$ cat src/rtl/rds_pkg.sv
package rds_pkg;
  typedef enum logic [1:0] {
    RDS_IDLE  = 2'd0,
    RDS_ARMED = 2'd1,
    RDS_ON    = 2'd2
  } rds_state_e;

  localparam int unsigned FLAG_LATE = 0;
  localparam int unsigned FLAG_PTO  = 1;
  localparam int unsigned FLAG_FWT  = 2;
  localparam int unsigned NFLAGS    = 3;
endpackage

$ cat src/rtl/rds_time_cmp.sv
module rds_time_cmp #(
  parameter int unsigned TIME_W = 40,
  parameter int unsigned IGN_W  = 9
) (
  input  logic [TIME_W-1:0] sys_time,
  input  logic [TIME_W-1:0] start_time,
  output logic              at_target,
  output logic              behind
);
  localparam int unsigned HI_W = TIME_W - IGN_W;

  function automatic logic [HI_W-1:0] coarse(input logic [TIME_W-1:0] t);
    return t[TIME_W-1:IGN_W];
  endfunction

  // lead = target - now, modulo the coarse range; top bit set means target is behind
  function automatic logic lead_negative(input logic [HI_W-1:0] tgt,
                                         input logic [HI_W-1:0] now);
    logic [HI_W-1:0] lead;
    lead = tgt - now;
    return lead[HI_W-1];
  endfunction

  assign at_target = (coarse(sys_time) == coarse(start_time));
  assign behind    = lead_negative(coarse(start_time), coarse(sys_time));
endmodule

$ cat src/rtl/rds_timeout.sv
module rds_timeout #(
  parameter int unsigned PER_W = 16,
  parameter int unsigned UNIT  = 1
) (
  input  logic             clk,
  input  logic             rst_n,
  input  logic             kill,
  input  logic             start,
  input  logic             enable,
  input  logic [PER_W-1:0] period,
  input  logic             cancel,
  output logic             active,
  output logic             expire
);
  localparam int unsigned SH = $clog2(UNIT);
  localparam int unsigned CW = PER_W + SH;

  logic [CW-1:0] cnt_q;
  logic [CW-1:0] load_val;

  assign load_val = CW'(period) << SH;
  assign expire   = active && !cancel && (cnt_q == CW'(1));

  always_ff @(posedge clk or negedge rst_n) begin
    if (!rst_n) begin
      active <= 1'b0;
      cnt_q  <= '0;
    end else if (kill) begin
      active <= 1'b0;
    end else if (start) begin
      active <= enable && (period != '0);
      cnt_q  <= load_val;
    end else if (active) begin
      if (cancel || expire) active <= 1'b0;
      else                  cnt_q  <= cnt_q - CW'(1);
    end
  end
endmodule

$ cat src/rtl/rds_status.sv
module rds_status #(
  parameter int unsigned N = 3
) (
  input  logic         clk,
  input  logic         rst_n,
  input  logic [N-1:0] set,
  input  logic         clr_wr,
  input  logic [N-1:0] clr_mask,
  output logic [N-1:0] flags
);
  for (genvar i = 0; i < N; i++) begin : g_flag
    always_ff @(posedge clk or negedge rst_n) begin
      if (!rst_n) flags[i] <= 1'b0;
      else        flags[i] <= set[i] | (flags[i] & ~(clr_wr & clr_mask[i]));
    end
  end
endmodule

$ cat src/rtl/rx_delay_sched.sv
module rx_delay_sched
  import rds_pkg::*;
#(
  parameter int unsigned TIME_W = 40,
  parameter int unsigned IGN_W  = 9,
  parameter int unsigned PRE_W  = 16,
  parameter int unsigned FWT_W  = 16,
  parameter int unsigned UNIT   = 8
) (
  input  logic              clk,
  input  logic              rst_n,
  input  logic              soft_rst,
  input  logic              ctl_wr,
  input  logic              ctl_rx_en,
  input  logic              ctl_dly_en,
  input  logic [TIME_W-1:0] start_time,
  input  logic [TIME_W-1:0] sys_time,
  input  logic [PRE_W-1:0]  pre_period,
  input  logic              fwt_en,
  input  logic [FWT_W-1:0]  fwt_period,
  input  logic              preamble_det,
  input  logic              frame_done,
  input  logic              sts_clr_wr,
  input  logic [2:0]        sts_clr_mask,
  output logic              rx_enable,
  output logic              armed,
  output logic              late_flag,
  output logic              pre_to_flag,
  output logic              fwt_to_flag,
  output logic              pre_to_pulse,
  output logic              fwt_to_pulse
);
  rds_state_e state_q, state_d;

  // named internal events
  logic at_target, behind;
  logic is_idle, is_armed, is_on;
  logic arm_req, turn_on, rx_leave, timer_kill, late_evt;
  logic pre_active, pre_exp, fwt_active, fwt_exp;
  logic pre_exp_ok, fwt_exp_ok;
  logic [NFLAGS-1:0] flag_set, flag_q;

  rds_time_cmp #(.TIME_W(TIME_W), .IGN_W(IGN_W)) u_cmp (
    .sys_time  (sys_time),
    .start_time(start_time),
    .at_target (at_target),
    .behind    (behind)
  );

  assign is_idle  = (state_q == RDS_IDLE);
  assign is_armed = (state_q == RDS_ARMED);
  assign is_on    = (state_q == RDS_ON);

  assign arm_req    = !soft_rst && is_idle && ctl_wr && ctl_rx_en && ctl_dly_en;
  assign turn_on    = !soft_rst && ((is_armed && at_target) ||
                                    (is_idle && ctl_wr && ctl_rx_en && !ctl_dly_en));
  assign rx_leave   = is_on && (pre_exp || fwt_exp || frame_done);
  assign timer_kill = soft_rst || rx_leave;
  assign late_evt   = arm_req && behind;
  assign pre_exp_ok = pre_exp && !soft_rst;
  assign fwt_exp_ok = fwt_exp && !soft_rst;

  rds_timeout #(.PER_W(PRE_W), .UNIT(UNIT)) u_pre_to (
    .clk   (clk),
    .rst_n (rst_n),
    .kill  (timer_kill),
    .start (turn_on),
    .enable(1'b1),
    .period(pre_period),
    .cancel(preamble_det),
    .active(pre_active),
    .expire(pre_exp)
  );

  rds_timeout #(.PER_W(FWT_W), .UNIT(1)) u_fwt_to (
    .clk   (clk),
    .rst_n (rst_n),
    .kill  (timer_kill),
    .start (turn_on),
    .enable(fwt_en),
    .period(fwt_period),
    .cancel(frame_done),
    .active(fwt_active),
    .expire(fwt_exp)
  );

  always_comb begin
    state_d = state_q;
    if (soft_rst)      state_d = RDS_IDLE;
    else if (turn_on)  state_d = RDS_ON;
    else if (arm_req)  state_d = RDS_ARMED;
    else if (rx_leave) state_d = RDS_IDLE;
  end

  always_ff @(posedge clk or negedge rst_n) begin
    if (!rst_n) begin
      state_q      <= RDS_IDLE;
      pre_to_pulse <= 1'b0;
      fwt_to_pulse <= 1'b0;
    end else begin
      state_q      <= state_d;
      pre_to_pulse <= pre_exp_ok;
      fwt_to_pulse <= fwt_exp_ok;
    end
  end

  always_comb begin
    flag_set            = '0;
    flag_set[FLAG_LATE] = late_evt;
    flag_set[FLAG_PTO]  = pre_exp_ok;
    flag_set[FLAG_FWT]  = fwt_exp_ok;
  end

  rds_status #(.N(NFLAGS)) u_status (
    .clk     (clk),
    .rst_n   (rst_n),
    .set     (flag_set),
    .clr_wr  (sts_clr_wr),
    .clr_mask(sts_clr_mask),
    .flags   (flag_q)
  );

  assign rx_enable   = is_on;
  assign armed       = is_armed;
  assign late_flag   = flag_q[FLAG_LATE];
  assign pre_to_flag = flag_q[FLAG_PTO];
  assign fwt_to_flag = flag_q[FLAG_FWT];
endmodule

$ cat config.mk
export PLATFORM = sky130hd
export DESIGN_NAME = rx_delay_sched
export DESIGN_NICKNAME = d
export VERILOG_FILES = /design/src/rtl/rds_pkg.sv /design/src/rtl/rds_time_cmp.sv /design/src/rtl/rds_timeout.sv /design/src/rtl/rds_status.sv /design/src/rtl/rx_delay_sched.sv
export SDC_FILE = /design/constraint.sdc
export NUM_CORES = 1
export LEC_CHECK = 0
export ABC_AREA = 1
export BUFFER_PORTS_ARGS = -buffer_cell sky130_fd_sc_hd__buf_4
export CAP_MARGIN = 20
export CORE_UTILIZATION = 57
export DETAILED_ROUTE_END_ITERATION = 10
export PLACE_DENSITY = 0.88
export SLEW_MARGIN = 25
export SYNTH_ARGS = -nofsm -noshare
export SYNTH_HDL_FRONTEND = slang
export SYNTH_HIERARCHICAL = 1
export SYNTH_SLANG_ARGS = --single-unit
$ cat constraint.sdc
create_clock -name clk -period 4.2 [get_ports clk]
set_clock_uncertainty 0.1 [all_clocks]
set_input_delay 0 -clock clk [delete_from_list [all_inputs] [get_ports clk]]
set_output_delay 0 -clock clk [all_outputs]
set_load 0.01 [all_outputs]
==> results of run 1 <==
==> layout make-up <==
cell class | count | area share
multi-input cells | 516 | 0.474
repair buffers | 158 | 0.227
flip-flops and latches | 44 | 0.193
inverters | 105 | 0.0694
well taps | 99 | 0.0217
clock buffers | 5 | 0.0121
clock inverters | 2 | 0.00220
diodes | 1 | 0.000439
==> report_power, final <==
part / total, mW / leakage [nW] / switching, mW / internal [mW]
Clock: 0.263 / 0.0400 / 0.150 / 0.113
Combinational: 1.21 / 2.58 / 0.726 / 0.484
Sequential: 0.737 / 0.580 / 0.182 / 0.555
Total: 2.21 / 3.20 / 1.06 / 1.15
==> kinds of logic after synthesis <==
kind of cell               synth area share
AOI/OAI and AO/OA                    0.0573
xor gates and xnor gates             0.0123
adders and majority gates            0.0994
buffers and inverters                 0.112
DFF                                   0.257
other                              0.000876
and+or+nand+nor                       0.461
==> metrics by stage <==
stage	utilization	instances
after CTS	0.785	929
after detailed placement	0.715	879
final	0.786	930
after global placement	0.715	879
after global routing	0.785	929
after floorplan	-	677
==> final timing paths <==
path,from,endpoint,slack (ns),depth (start not counted)
max,u_pre_to/cnt_q[1]$_DFFE_PN0P_,u_pre_to/cnt_q[3]$_DFFE_PN0P_,1.48,17
min,fwt_period[4],u_fwt_to/cnt_q[4]$_DFFE_PN0P_,0.01,5
max reg2reg,u_pre_to/cnt_q[1]$_DFFE_PN0P_,u_pre_to/cnt_q[3]$_DFFE_PN0P_,1.48,17
min reg2reg,u_status/flags[0]$_DFF_PN0_,u_status/flags[0]$_DFF_PN0_,0.39,2
max in group asynchronous,rst_n,state_q[1]$_DFFE_PN0P_,3.48,2
min in group asynchronous,rst_n,u_fwt_to/cnt_q[7]$_DFFE_PN0P_,0.13,2
==> what timing repair did <==
action | 4_1_cts | 5_1_grt
hold endpoints to repair | 84 | 0
hold buffers | 43 | 0
setup endpoints to repair | 0 | 0
==> metal layers <==
metal | routed length (um) | vias to the layer above
li1 | - | 2402
met5 | 0 | -
met3 | 769 | 11
met1 | 4740 | 2168
met4 | 133 | 0
met2 | 5810 | 193
==> state kept, by name, summed over array words and instances (netlist names) <==
register / count
pre_to_pulse: 1
u_pre_to/active: 1
u_fwt_to/active: 1
state_q: 2
u_fwt_to/cnt_q: 16
u_pre_to/cnt_q: 19
fwt_to_pulse: 1
u_status/flags: 3
==> layout by cell type (no fill, tap or decap), types with 14 or more instances in the layout <==
cell,instances
ha_1,34
dlygate4sd3_1,43
nor2_2,19
nand3_1,65
nor2_1,65
a21oi_1,18
buf_4,115
nand2_2,14
inv_1,100
nand2_1,241
dfrtp_1,44
==> worst max-delay path, stage by stage, from the launching register on <==
cell     delay, ns
dfrtp_1       0.39
inv_1         0.14
ha_1          0.16
inv_1         0.04
nor2_1        0.09
nand2_1       0.07
nor2_2        0.13
nand3_4       0.11
nor2_1        0.16
nor2_1        0.07
nand2_1       0.06
nand2_1       0.06
nand2_1       0.19
or2_0         0.14
buf_4         0.24
nand2_4       0.23
nor2_1        0.18
a21oi_2       0.04
==> impl_metrics.yaml, run 1 <==
run_status:
  status: "finished clean"
global_routing:
  met3_usage: 0.0588
  use_met1: 0.351
  antenna_found_initial: 0
  grt_pass1_vias: 4421
  grt-busiest-layer: "met2"
  grt_max_degree: 45
  overflow: 0
  track_usage: 0.304
  grt_pass1_wl_um: 18800
  grt_use_met2: 0.563
power:
  p_leak_nw: 3.20
  irDropWorstVdd_mv: 0.192
  p_per_area_nw_per_um2: 388
  p_total_mw: 2.21
critical_path:
  path_class: "flip-flop to flip-flop"
  endpoint_kind: "flip-flop"
  worst-path-max-fanout: 22
  worstPathArrival_ns: 2.81
  cp.required_ns: 4.29
  start_kind: "flip-flop"
route:
  viasPerCell: 5.13
  drt-pass1-iter-count: 6
  postRouteAntennaNets: 0
  num_vias: 4774
  drt_iter0_markers: 268
  wl_per_cell_um: 12.3
  post-route-drc-count: 0
  drt_wl_total_um: 11400
final_layout:
  fillCellCount: 526
  drive_above_1_share: 0.217
  synthToLayoutAreaGrowth_pct: 33.1
  multiInputGateArea_sq_um: 2700
  final-seq-area_sq_um: 1100
  layout.nets: 989
  finalInstanceArea_sq_um: 5700
clocking:
  insertion_delay_ns: 0.30
  cts_max_level: 2
  clkTransAtPathRegs_ns: 0.09
  cts_resized: 0
  cts_root_buffer: "clkbuf_8"
  cts_setup_buffers: 0
  clockBufferDepth: 2
  cts_tree: "built"
  clock-sinks: 44
  cts_made_buffers: 5
synthesis:
  ys.flop_type: "dfrtp_1"
  synth_top_cell_area_share: 0.257
  synth_largest_area_cell: "dfrtp_1"
  async_reset_ff_frac: 1.00
  synth_most_common_cell: "nand2_1"
  ys_top_cells_by_area: "dfrtp_1 (26%), nand2_1 (21%), ha_1 (9.9%), inv_1 (8.8%), nand3_1 (7.6%)"
  synth_seq_cells: 44
  synth_cells: 677
  synth_cell_type_count: 41
  syn_area_sq_um: 4280
  synth_nets: 836
  syn_area_per_cell_sq_um: 6.32
  yosys_warnings: 6
  seq_area_frac_synth: 0.257
  synth_top_cells_by_count: "nand2_1 (241), inv_1 (100), nand3_1 (65), nor2_1 (65), dfrtp_1 (44)"
  synth_enable_flop_cells: 0
job:
  cap_violations: 0
timing:
  rsz0062_at_grt: "false"
  layout_min_cycle_time_ns: 2.72
  hold_viol_final: 0
  timing.final.ws_setup_ns: 1.48
  finalSetupViolCount: 0
  fin_hold_ws_ns: 0.0148
  slew_headroom: 0.617
  tns_ns: 0
  report.final.slew_viol_count: 0
  fmaxAchievable_mhz: 367
  worst_pin_slew_ns: 0.575
  finalCritPeriodShare: 0.648
hold_path:
  hold_class: "primary input to flip-flop"
die:
  die_h_um: 88.7
  dieArea_sq_um: 7860
  ios: 132
  start_util: 0.590
  core_sq_um: 7250
  die_w_um: 88.7
  rows: 31
place:
  port_buffers: 113
  dp.final_hpwl_um: 8100
  postPlaceCellArea_sq_um: 5180
  place_congestion: 0.904
  place_ws_ns: 1.48
Power figures use the tool's default switching activity.
==> run 2: changes to the inputs <==
ABC_AREA = 0   (was 1)
CORE_UTILIZATION = 51   (was 57)
PLACE_DENSITY = 0.82   (was 0.88)
clock period = 2.7 ns   (was 4.2 ns; I/O delays follow)
==> impl_metrics.yaml, run 2 <==
run_status:
  status: "complete, but fails checks"
  violations: "setup timing"
synthesis:
  ys_top_cells_by_area: "dfrtp_1 (30%), ha_1 (12%), o21ai_0 (5.1%), a21oi_1 (5.0%), inv_1 (4.5%)"
  synth_nets: 604
  synth_largest_area_cell: "dfrtp_1"
  ys.flop_type: "dfrtp_1"
  synth_seq_cells: 44
  synth_enable_flop_cells: 0
  synth_most_common_cell: "dfrtp_1"
  syn_area_sq_um: 3620
  synth_top_cell_area_share: 0.304
  synth_cells: 445
  synth_top_cells_by_count: "dfrtp_1 (44), inv_1 (43), o21ai_0 (37)"
  seq_area_frac_synth: 0.304
  yosys_warnings: 6
  synth_cell_type_count: 69
  syn_area_per_cell_sq_um: 8.13
  async_reset_ff_frac: 1.00
critical_path:
  path_cells: "ha_2, nor3b_1, nand3_1, nor2b_2, or3_4, a21o_4, buf_4, a21o_1, or4_1, o211ai_1, nand3_1"
  worstPathArrival_ns: 2.89
  cp.required_ns: 2.79
  endpoint_kind: "flip-flop"
  cpMaxStageDelayCell: "or4_1"
  slowest_delay_ns: 0.46
  start_kind: "flip-flop"
  worst-path-max-fanout: 4
  cpMostUsedCell: "nand3_1"
  cpLargestDelayFamily: "simple AND/OR/NAND/NOR gates"
  path_buf_inv: 1
  path_class: "flip-flop to flip-flop"
place:
  place_congestion: 0.949
  place_ws_ns: -0.170
  port_buffers: 113
  dp.final_hpwl_um: 9070
  dp_cells: 691
timing:
  hold_viol_final: 0
  fmaxAchievable_mhz: 357
  rsz0062_at_grt: "true"
  finalSetupViolCount: 16
  worst_pin_slew_ns: 0.659
  slew_headroom: 0.557
  finalCritPeriodShare: 1.04
  report.final.slew_viol_count: 0
  timing.final.ws_setup_ns: -0.102
  layout_min_cycle_time_ns: 2.80
clocking:
  insertion_delay_ns: 0.30
  clockBufferDepth: 2
  cts_root_buffer: "clkbuf_8"
  clkTransAtPathRegs_ns: 0.09
  clock-sinks: 44
  cts_made_buffers: 5
  cts_tree: "built"
  cts_max_level: 2
final_layout:
  n_antenna_cell: 0
  layout_commonest_cell: "buf_4"
  layout_common_cells: "buf_4 (174), dlygate4sd3_1 (45), dfrtp_1 (44), inv_1 (42)"
  regMostFlops: "u_pre_to/cnt_q"
  top_regs: "u_pre_to/cnt_q: 19 flops, u_fwt_to/cnt_q: 16 flops, u_status/flags: 3 flops"
  layout.nets: 818
  fin_cells: 756
  largest_reg_flops: 19
  synthToLayoutAreaGrowth_pct: 57.2
  drive_above_1_share: 0.339
  fin_util: 0.833
power:
  intPower_mw: 1.92
  p_sw_frac: 0.402
  p_seq_frac: 0.301
  combinationalPowerShare: 0.539
  p_per_area_nw_per_um2: 563
  p_sw_mw: 1.29
  clock_power_share: 0.160
  irDropWorstVdd_mv: 0.489
  p_leak_nw: 2.71
route:
  viasPerCell: 6.00
  drt-pass1-iter-count: 5
  postRouteAntennaNets: 0
  num_vias: 4538
  drt_wl_total_um: 13000
  post-route-drc-count: 0
  wl_per_cell_um: 17.3
  drt_iter0_markers: 262
hold_path:
  hold_class: "primary input to flip-flop"
global_routing:
  track_usage: 0.359
  overflow: 0
  antenna_found_initial: 0
  grt_max_degree: 45
  grt_pass1_vias: 4722
  grt_pass1_wl_um: 21100
job:
  cap_violations: 0
die:
  die_w_um: 86.2
  rows: 30
  die_h_um: 86.2
  core_sq_um: 6830
  dieArea_sq_um: 7440
  start_util: 0.530
  ios: 132
==> run 2: cell count changes after synthesis, sizes merged, moves of 6 or more <==
cell / before / now
nand2: 259 / 25
inv: 103 / 43
nand3: 72 / 19
nor2: 86 / 34
o21ai: 12 / 41
nor4: 5 / 24
a21oi: 21 / 37
nor3: 0 / 15
a22oi: 0 / 9
nor2b: 0 / 6
or4: 0 / 6
==> run 2: cells by family (layout without fill, tap and decap cells) <==
family,count (synthesis),after routing,share of synthesized area
compound gates,130,130,0.229
fa+ha+maj,34,34,0.118
simple gates,172,172,0.270
flops,44,44,0.304
mux,3,3,0.00830
other cells,1,1,0.00104
xor+xnor,1,1,0.00242
buf+inv,60,275,0.0677
==> run 2: what timing repair did <==
| action | CTS | global route |
|---|---|---|
| setup buffers | 5 | 6 |
| hold buffers | 45 | 0 |
| endpoints found under the hold margin | 85 | 0 |
| pin swaps | 12 | 13 |
| gates resized for setup | 16 | 14 |
| cloned | 1 | 1 |
| endpoints found under the setup margin | 30 | 36 |
==> run 2: path summary, 6_finish.rpt <==
path / startpoint / endpoint / slack (ns) / cells after the start
max: u_fwt_to/cnt_q[0]$_DFFE_PN0P_ / u_pre_to/cnt_q[16]$_DFFE_PN0P_ / -0.10 / 11
max in group asynchronous: rst_n / u_pre_to/active$_DFF_PN0_ / 1.97 / 2
min reg2reg: u_status/flags[2]$_DFF_PN0_ / u_status/flags[2]$_DFF_PN0_ / 0.40 / 1
min in group asynchronous: rst_n / u_pre_to/cnt_q[4]$_DFFE_PN0P_ / 0.14 / 2
max reg2reg: u_fwt_to/cnt_q[0]$_DFFE_PN0P_ / u_pre_to/cnt_q[16]$_DFFE_PN0P_ / -0.10 / 11
min: frame_done / state_q[1]$_DFFE_PN0P_ / 0.03 / 4
==> run 2: layout make-up <==
type / instances / area, sq um
inverter: 44 / 166
sequential: 44 / 1100
tap: 96 / 120
fill: 423 / 1140
clock buffer: 6 / 72.6
multi-input combinational: 341 / 2390
clock inverter: 2 / 35.0
timing repair buffer: 223 / 1810
==> run 2: worst reg2reg max path: stages, from the launching register on <==
cell and delay (ns):
dfrtp_1 0.40, ha_2 0.19, nor3b_1 0.13, nand3_1 0.12, nor2b_2 0.06, or3_4 0.39
a21o_4 0.24, buf_4 0.14, a21o_1 0.18, or4_1 0.46, o211ai_1 0.19, nand3_1 0.09
==> run 2: power groups by stage <==
| stage | Clock [mW] | Combinational (mW) | Sequential [mW] |
|---|---|---|---|
| after floorplan | 0 | 0.887 | 0.958 |
| after global placement | 0 | 1.47 | 0.955 |
| after detailed placement | 0 | 1.53 | 0.967 |
| after CTS | 0.521 | 1.63 | 0.957 |
| after global routing | 0.538 | 1.87 | 0.977 |
| final | 0.511 | 1.73 | 0.966 |
==> run 2: stage by stage <==
step	TNS, ns	power (mW)	hold WS [ns]	area [sq um]
final	-0.543	3.21	0.0332	5690
after global routing	-2.40	3.39	0.0321	5690
after CTS	-1.79	3.11	0.0176	5620
after detailed placement	-1.63	2.49	-0.0586	4950
after global placement	-0.0576	2.42	-0.0651	4950
after floorplan	-0.425	1.84	-0.396	3660
==> run 2: routing by layer <==
layer | vias to the layer above | global-route usage | part of all wire
li1 | 2087 | - | -
met1 | 2123 | 0.392 | 0.36
met2 | 269 | 0.674 | 0.52
met3 | 59 | 0.0610 | 0.078
met4 | 0 | 0.165 | 0.039
met5 | - | 0 | 0
